==> config.mk <==
export PLATFORM = sky130hd
export DESIGN_NAME = txq_status_irq
export DESIGN_NICKNAME = d
export VERILOG_FILES = /design/src/rtl/txq_stat_pkg.sv /design/src/rtl/txq_occ_decode.sv /design/src/rtl/txq_wr_gate.sv /design/src/rtl/txq_irq_gen.sv /design/src/rtl/txq_status_regs.sv /design/src/rtl/txq_status_irq.sv
export SDC_FILE = /design/constraint.sdc
export NUM_CORES = 1
export LEC_CHECK = 0
export ABC_AREA = 0
export BUFFER_PORTS_ARGS = -buffer_cell sky130_fd_sc_hd__buf_4
export CAP_MARGIN = 15
export CORE_AREA = 2 2 39 41
export CTS_CLUSTER_DIAMETER = 80
export CTS_CLUSTER_SIZE = 14
export DETAILED_ROUTE_END_ITERATION = 8
export DIE_AREA = 0 0 41 43
export PLACE_DENSITY_LB_ADDON = 0.2
export SLEW_MARGIN = 25
export SYNTH_ARGS = -nofsm -noshare
export SYNTH_HDL_FRONTEND = slang
export SYNTH_HIERARCHICAL = 1
export SYNTH_SLANG_ARGS = --single-unit
==> constraint.sdc <==
create_clock -name clk -period 1.71 [get_ports clk]
set_input_delay 0.342 -clock clk [delete_from_list [all_inputs] [get_ports clk]]
set_output_delay 0.342 -clock clk [all_outputs]
set_load 0.01 [all_outputs]
==> src/rtl/txq_stat_pkg.sv <==
package txq_stat_pkg;

  // occupancy strictly above the midpoint
  function automatic logic level_above_half(int unsigned lvl, int unsigned depth);
    return lvl > (depth / 2);
  endfunction

  // occupancy at or beyond capacity
  function automatic logic level_at_full(int unsigned lvl, int unsigned depth);
    return lvl >= depth;
  endfunction

  // write refusal rule: full and over-half must both hold
  function automatic logic write_refused(logic wr, logic full, logic over_half);
    return wr & full & over_half;
  endfunction

  typedef struct packed {
    logic half;
    logic full;
    logic corrupt;
  } txq_status_t;

endpackage

==> src/rtl/txq_occ_decode.sv <==
module txq_occ_decode
  import txq_stat_pkg::*;
#(
  parameter int unsigned DEPTH = 512,
  parameter int unsigned LVL_W = $clog2(DEPTH + 1)
) (
  input  logic [LVL_W-1:0] level,
  input  logic             full_flag,
  input  logic             half_flag,
  output logic             over_half,
  output logic             is_full
);
  logic lvl_half, lvl_full;

  always_comb begin
    lvl_half  = level_above_half(32'(level), DEPTH);
    lvl_full  = level_at_full(32'(level), DEPTH);
    over_half = half_flag | lvl_half;
    is_full   = full_flag | lvl_full;
  end
endmodule

==> src/rtl/txq_wr_gate.sv <==
module txq_wr_gate
  import txq_stat_pkg::*;
(
  input  logic clk,
  input  logic rst_n,
  input  logic host_wr,
  input  logic over_half,
  input  logic is_full,
  output logic fifo_push,
  output logic wr_reject,
  output logic wr_half_evt,
  output logic bus_err
);
  always_comb begin
    wr_reject   = write_refused(host_wr, is_full, over_half);
    fifo_push   = host_wr & ~wr_reject;
    wr_half_evt = host_wr & over_half;
  end

  always_ff @(posedge clk) begin
    if (!rst_n) bus_err <= 1'b0;
    else        bus_err <= wr_reject;
  end
endmodule

==> src/rtl/txq_irq_gen.sv <==
module txq_irq_gen (
  input  logic clk,
  input  logic rst_n,
  input  logic wr_half_evt,
  input  logic corrupt_pulse,
  input  logic irq_enable,
  input  logic corrupt_mask,
  output logic corrupt_evt,
  output logic irq_evt,
  output logic irq
);
  always_comb begin
    corrupt_evt = corrupt_pulse & ~corrupt_mask;
    irq_evt     = irq_enable & (wr_half_evt | corrupt_evt);
  end

  always_ff @(posedge clk) begin
    if (!rst_n) irq <= 1'b0;
    else        irq <= irq_evt;
  end
endmodule

==> src/rtl/txq_status_regs.sv <==
module txq_status_regs
  import txq_stat_pkg::*;
(
  input  logic        clk,
  input  logic        rst_n,
  input  logic        over_half,
  input  logic        is_full,
  input  logic        corrupt_pulse,
  input  logic        clr_corrupt,
  output txq_status_t status
);
  txq_status_t nxt;

  always_comb begin
    nxt.half    = over_half;
    nxt.full    = is_full;
    nxt.corrupt = corrupt_pulse | (status.corrupt & ~clr_corrupt);
  end

  always_ff @(posedge clk) begin
    if (!rst_n) status <= '0;
    else        status <= nxt;
  end
endmodule

==> src/rtl/txq_status_irq.sv <==
module txq_status_irq
  import txq_stat_pkg::*;
#(
  parameter int unsigned DEPTH = 512,
  parameter int unsigned LVL_W = $clog2(DEPTH + 1)
) (
  input  logic             clk,
  input  logic             rst_n,
  input  logic             host_wr,
  input  logic [LVL_W-1:0] fifo_level,
  input  logic             fifo_full,
  input  logic             fifo_half,
  input  logic             corrupt_pulse,
  input  logic             irq_enable,
  input  logic             corrupt_mask,
  input  logic             clr_corrupt,
  output logic             fifo_push,
  output logic             bus_err,
  output logic             irq,
  output logic             stat_half,
  output logic             stat_full,
  output logic             stat_corrupt
);
  logic        over_half, is_full;
  logic        wr_reject, wr_half_evt;
  logic        corrupt_evt, irq_evt;
  txq_status_t status;

  txq_occ_decode #(.DEPTH(DEPTH), .LVL_W(LVL_W)) u_dec (
    .level(fifo_level), .full_flag(fifo_full), .half_flag(fifo_half),
    .over_half(over_half), .is_full(is_full)
  );

  txq_wr_gate u_gate (
    .clk(clk), .rst_n(rst_n), .host_wr(host_wr),
    .over_half(over_half), .is_full(is_full),
    .fifo_push(fifo_push), .wr_reject(wr_reject),
    .wr_half_evt(wr_half_evt), .bus_err(bus_err)
  );

  txq_irq_gen u_irq (
    .clk(clk), .rst_n(rst_n), .wr_half_evt(wr_half_evt),
    .corrupt_pulse(corrupt_pulse), .irq_enable(irq_enable),
    .corrupt_mask(corrupt_mask), .corrupt_evt(corrupt_evt),
    .irq_evt(irq_evt), .irq(irq)
  );

  txq_status_regs u_stat (
    .clk(clk), .rst_n(rst_n), .over_half(over_half), .is_full(is_full),
    .corrupt_pulse(corrupt_pulse), .clr_corrupt(clr_corrupt),
    .status(status)
  );

  assign stat_half    = status.half;
  assign stat_full    = status.full;
  assign stat_corrupt = status.corrupt;
endmodule

==> metrics.txt, run 1 <==
status complete, no violations; Switch Pwr between 70 and 80 uW; reg2reg end u_stat/status[0]$_SDFF_PN0_; vias in the first global route approximately 260; r2r setup slk between 1 and 1.5 ns; Sequential cell area between 100 and 150 um2; GPL Wtd Cong ~0.65; pre-CTS setup slack -0.08232 ns; share of cells above drive strength 1 between 70% and 80%; CTS tree yes; syn_nets 38; Clk Tree Root Cell clkbuf_4; Worst Hold Class in -> reg; hold_ws between 0.3 and 0.4 ns; Total Power approximately 340 uW; Placed Instances 60; vias per inst 3.984; Setup Crit Path Kind in -> out; Initial DRC Count 3; pin count of the biggest net entering global routing 6; # port buffers 24; via count 255; critical path endpoint category primary output; first-pass GRT wire length about 880 um; Hold Buf Count CTS 0; Area growth syn-to-layout 125.9%; Critical Path End fifo_push; power per cell area approximately 700 mW/mm2; most frequent CP cell buf_4; Final min period 1.684 ns; Die H about 43 um; die footprint between 0.0015 and 0.002 mm2; Sw Share roughly 22%; CORE AREA roughly 0.0014 mm2; CP required between 1 and 1.5 ns; antenna violations before repair 0; RSZ-0062 raised after global routing true; Worst path slowest cell a211o_1; synth warn 6; Final Non-Filler Cells 64; # IOs 25; final wirelength 570 um; Max IR drop VDD 0.0001867 V; DR DRC count 0; clk slew on worst S/H paths around 0.04 ns; Setup WS post-layout 0.02609 ns; first-pass detailed-route iteration total 4; cells on worst reg2reg path 2; clk_skew 0 ns; CP max FO 2; slew margin rel. 87.35%; Final Cycle Share between 90 and 100%; antenna cells 0; actual slew at the worst max-slew pin roughly 0.19 ns; Initial Utilization between 10% and 20%; H-tree depth 1; clk_lat worst skew roughly 0.24 ns; Post-Syn Area between 200 and 250 um2; Int Power about 260 uW; LEAKAGE about 0.23 nW; Arr. time, crit path around 1.3 ns; Post-Syn Instances 19; total grt overflow 0; Setup violations, final 0; Post-Syn Area per Cell between 10 and 15 um2; maximum clock rate 593.9 MHz; max cap viols 0; Setup crit start fifo_level[2]; Critical Path Source Type input pin; fillers between 150 and 200; Fin. Hold Viols 0; clk sinks 5; Die X a little over 40 um; area of the multi-input gates approximately 140 um2; combinational share of power between 20% and 30%; CTS buffer count 3; Reg power frac a little under two fifths; Routed Antenna Nets 0; Slew Limit Fails 0; Tot GR Track Use between 7 and 8%; CTS Buffer Depth 2; worst r2r src u_stat/status[0]$_SDFF_PN0_; DR WL/cell slightly below 9 um; fin nets just under 70; Clk network pwr share 39.5%; FP Rows 14; critical-path cell list buf_4 -> nor4_4 -> nand2_1 -> a211o_1 -> a21boi_1 -> buf_4; setup bufs post-CTS 0; slowest stage delay, CP between 0.2 and 0.3 ns
placed cells by master (no fill, tap or decap), types with 2 or more instances in the layout:
cell,instances
and2_1,2
nor4_4,2
nor2b_4,2
dfxtp_1,5
buf_4,24
clkbuf_4,3
worst max-delay path, delay by kind of cell:
family          cells  cell delay [ns]
buf+inv             2             0.26
compound gates      2             0.41
simple gates        2             0.33
power groups by stage:
stage / sequential, mW / clock [mW] / combinational [mW]
2_1_floorplan: 0.132 / 0 / 0.0153
3_3_place_gp: 0.128 / 0 / 0.0689
3_5_place_dp: 0.128 / 0 / 0.0690
4_1_cts: 0.126 / 0.140 / 0.0719
5_1_grt: 0.127 / 0.151 / 0.0834
6_report: 0.126 / 0.132 / 0.0767
cell type report:
class	instances	area share (%)
clock buffers	4	5.469
multi-input cells	14	29.69
flip-flops and latches	5	20.83
well taps	16	4.167
repair buffers	25	39.84
layer usage:
metal,up-vias,part of all wire (%),global-route usage [%]
li1,126,-,-
met1,109,31,7.717
met2,20,54,11.25
met3,0,14,0.5236
met4,0,0,12.00
met5,-,0,0
repair_timing:
item / 4_1_cts / 5_1_grt
pin swaps: 2 / 1
resized for setup: 3 / 3
setup endpoints to repair: 1 / 1
sequential cells by signal (all words and copies together), names as in the netlist:
register,count
u_stat/status,3
u_irq/irq,1
u_gate/bus_err,1
through the flow:
step                util (%)  setup TNS, ns  instance area [um2]
CTS                    33.18              0                459.2
global placement       30.38        -0.1618                420.4
floorplan                  -              0                212.7
detailed placement     30.38        -0.1540                420.4
global route           34.72       -0.04453                480.5
finish                 34.72              0                480.5
how the worst min path moves through the flow:
stage	slack [ns]	to	depth (start not counted)	startpoint
after floorplan	0.46	u_stat/status[0]$_SDFF_PN0_	1	rst_n
after global placement	0.57	u_stat/status[0]$_SDFF_PN0_	2	corrupt_pulse
after detailed placement	0.57	u_stat/status[0]$_SDFF_PN0_	2	corrupt_pulse
after CTS	0.32	u_stat/status[0]$_SDFF_PN0_	2	corrupt_pulse
after global routing	0.33	u_stat/status[0]$_SDFF_PN0_	2	corrupt_pulse
final	0.33	u_stat/status[0]$_SDFF_PN0_	2	corrupt_pulse
No activity file was read; power rests on OpenSTA's default activity.
==> run 2, diff against run 1 <==
==> constraint.sdc (replaced) <==
create_clock -name clk -period 1.71 [get_ports clk]
set_input_delay 0.2565 -clock clk [delete_from_list [all_inputs] [get_ports clk]]
set_output_delay 0.2565 -clock clk [all_outputs]
set_load 0.01 [all_outputs]
==> metrics.txt, run 2 (synthesized netlist as in run 1, its figures left out) <==
critical path endpoint category primary output; DR DRC count 0 (unchanged); Placed Instances 59 (-1.7%); area of the multi-input gates 125.1 um2 (-12%); Setup Crit Path Kind in -> out; most common cell after layout, fill and taps aside buf_4; Slew Limit Fails 0 (unchanged); routing usage on met1 5.788% (-1.9 points); vias per inst 3.889 (-2.4%); Final min period 1.624 ns (-0.06005 ns); Largest register FFs 3 (unchanged); Clk network pwr share 40.2% (+0.7 points); LEAKAGE 0.2209 nW (-4.0%); slowest stage delay, CP 0.33 ns (+0.05 ns); setup bufs post-CTS 0 (unchanged); most frequent CP cell buf_4; first-pass GRT wire length 752 um (-15%); share of cells above drive strength 1 70.21% (-0.62 points); TNS Setup 0 ns (unchanged); Critical Path Source Type input pin; fin nets 67 (-1.5%); status complete, no violations; Die H 43 um (unchanged); Worst Hold Class in -> reg; RSZ-0062 raised after global routing false; clk_lat worst skew 0.24 ns (about the same); die footprint 0.001763 mm2 (unchanged); Largest regs u_stat/status (3), u_gate/bus_err (1), u_irq/irq (1); Reg power frac 38.7% (+1.1 points); H-tree depth 1 (unchanged); Fin. Hold Viols 0 (unchanged); Final Non-Filler Cells 63 (-1.6%); CP bufs+invs 2 (unchanged); maximum clock rate 615.8 MHz (+3.7%); Area growth syn-to-layout 112.4%; busiest grt layer met2; met3 Use GR 1.571% (+1.0 points); Sequential cell area 100.1 um2 (unchanged); final wirelength 514 um (-9.8%); combinational share of power 21.1% (-1.8 points); Switch Pwr 66.53 uW (-7.9%); actual slew at the worst max-slew pin 0.2047 ns (+0.01629 ns); Worst path slowest cell a211o_1; most frequent cells in the layout 24 x buf_4, 5 x dfxtp_1, 3 x clkbuf_4; total grt overflow 0 (unchanged); Int Power 259.5 uW (-1.3%); fillers 153 (-0.65%); met2 Use GR 10.31% (-0.94 points); GPL Wtd Cong 0.6454 (about the same); CP required 1.45 ns (+0.08 ns); Routed Antenna Nets 0 (unchanged); critical-path cell list buf_4 -> nor4_2 -> nand2_1 -> a211o_1 -> a21boi_0 -> buf_4; via count 245 (-3.9%); Max IR drop VDD 0.0001744 V (-6.6%); Initial Utilization 15.37% (unchanged); CTS buffer count 3 (unchanged); Arr. time, crit path 1.37 ns (+0.03 ns); CP max FO 4 (+2); # port buffers 24 (unchanged); clk sinks 5 (unchanged); DR WL/cell 8.159 um (-8.4%); most flop-heavy register u_stat/status; CTS tree yes; Final Cycle Share 94.96% (-3.5 points); Setup violations, final 0 (unchanged); FP Rows 14 (unchanged); antenna cells 0 (unchanged); clk_skew 0 ns (unchanged); # IOs 25 (unchanged); vias in the first global route 243 (-5.4%); clk slew on worst S/H paths 0.04 ns (about the same); post-layout util 32.64% (-2.1 points); CORE AREA 0.001384 mm2 (unchanged); Clk Tree Root Cell clkbuf_4; max cap viols 0 (unchanged); CTS Buffer Depth 2 (unchanged); antenna violations before repair 0 (unchanged); pin count of the biggest net entering global routing 6 (unchanged); Sw Share 20.41% (-1.1 points); first-pass detailed-route iteration total 4 (unchanged); power per cell area 721.8 mW/mm2 (+3.5%); Die X 41 um (unchanged); slew margin rel. 86.24% (-1.1 points); CP delay by family, top compound AO/OA/AOI/OAI gates; Total Power 326.0 uW (-2.7%); Initial DRC Count 2 (-1); Tot GR Track Use 6.627% (-1.3 points)
run 2: cell types whose count changed in the layout (fill, tap and decap cells not counted):
cell	before	now
buf_6	1	0
a21boi_0	0	1
nor4_2	0	2
nor4_4	2	0
a21boi_1	1	0
run 2: routing by layer:
| metal | vias up | wire length [um] | part of all wire, % |
|---|---|---|---|
| met5 | - | 0 | 0 |
| met4 | 0 | 0 | 0 |
| met3 | 0 | 63 | 12 |
| met2 | 18 | 271 | 53 |
| met1 | 101 | 179 | 35 |
| li1 | 126 | - | - |
run 2: final timing paths:
kind	startpoint	endpoint	slack [ns]	depth (start not counted)
worst max-delay path	fifo_level[6]	fifo_push	0.09	6
worst min-delay path	corrupt_pulse	u_stat/status[0]$_SDFF_PN0_	0.24	2
worst max register to register	u_stat/status[0]$_SDFF_PN0_	u_stat/status[0]$_SDFF_PN0_	1.04	2
worst min register to register	u_stat/status[0]$_SDFF_PN0_	u_stat/status[0]$_SDFF_PN0_	0.57	2
run 2: layout make-up:
| type | instances | share of cell area [%] |
|---|---|---|
| well taps | 16 | 4.432 |
| flip-flops and latches | 5 | 22.16 |
| multi-input cells | 14 | 27.70 |
| clock buffers | 4 | 5.817 |
| repair buffers | 24 | 39.89 |
run 2: per-stage QoR:
step / hold WS [ns] / cell area (um2) / worst slack, ns
3_3_place_gp: 0.4823 / 412.9 / 0.04391
5_1_grt: 0.2389 / 451.7 / 0.007867
6_report: 0.2415 / 451.7 / 0.08614
2_1_floorplan: 0.3740 / 212.7 / 0.2550
3_5_place_dp: 0.4849 / 412.9 / 0.06149
4_1_cts: 0.2365 / 439.2 / 0.04913
run 2: repair_timing:
item	CTS	global route
hold buffers	0	0
resized for setup	0	2
setup endpoints to repair	0	1
run 2: power groups by stage:
| stage | registers (mW) | logic (mW) | clock network (mW) |
|---|---|---|---|
| after floorplan | 0.132 | 0.0153 | 0 |
| after global placement | 0.128 | 0.0674 | 0 |
| after detailed placement | 0.128 | 0.0676 | 0 |
| after CTS | 0.126 | 0.0677 | 0.138 |
| after global routing | 0.127 | 0.0743 | 0.146 |
| final | 0.126 | 0.0687 | 0.131 |
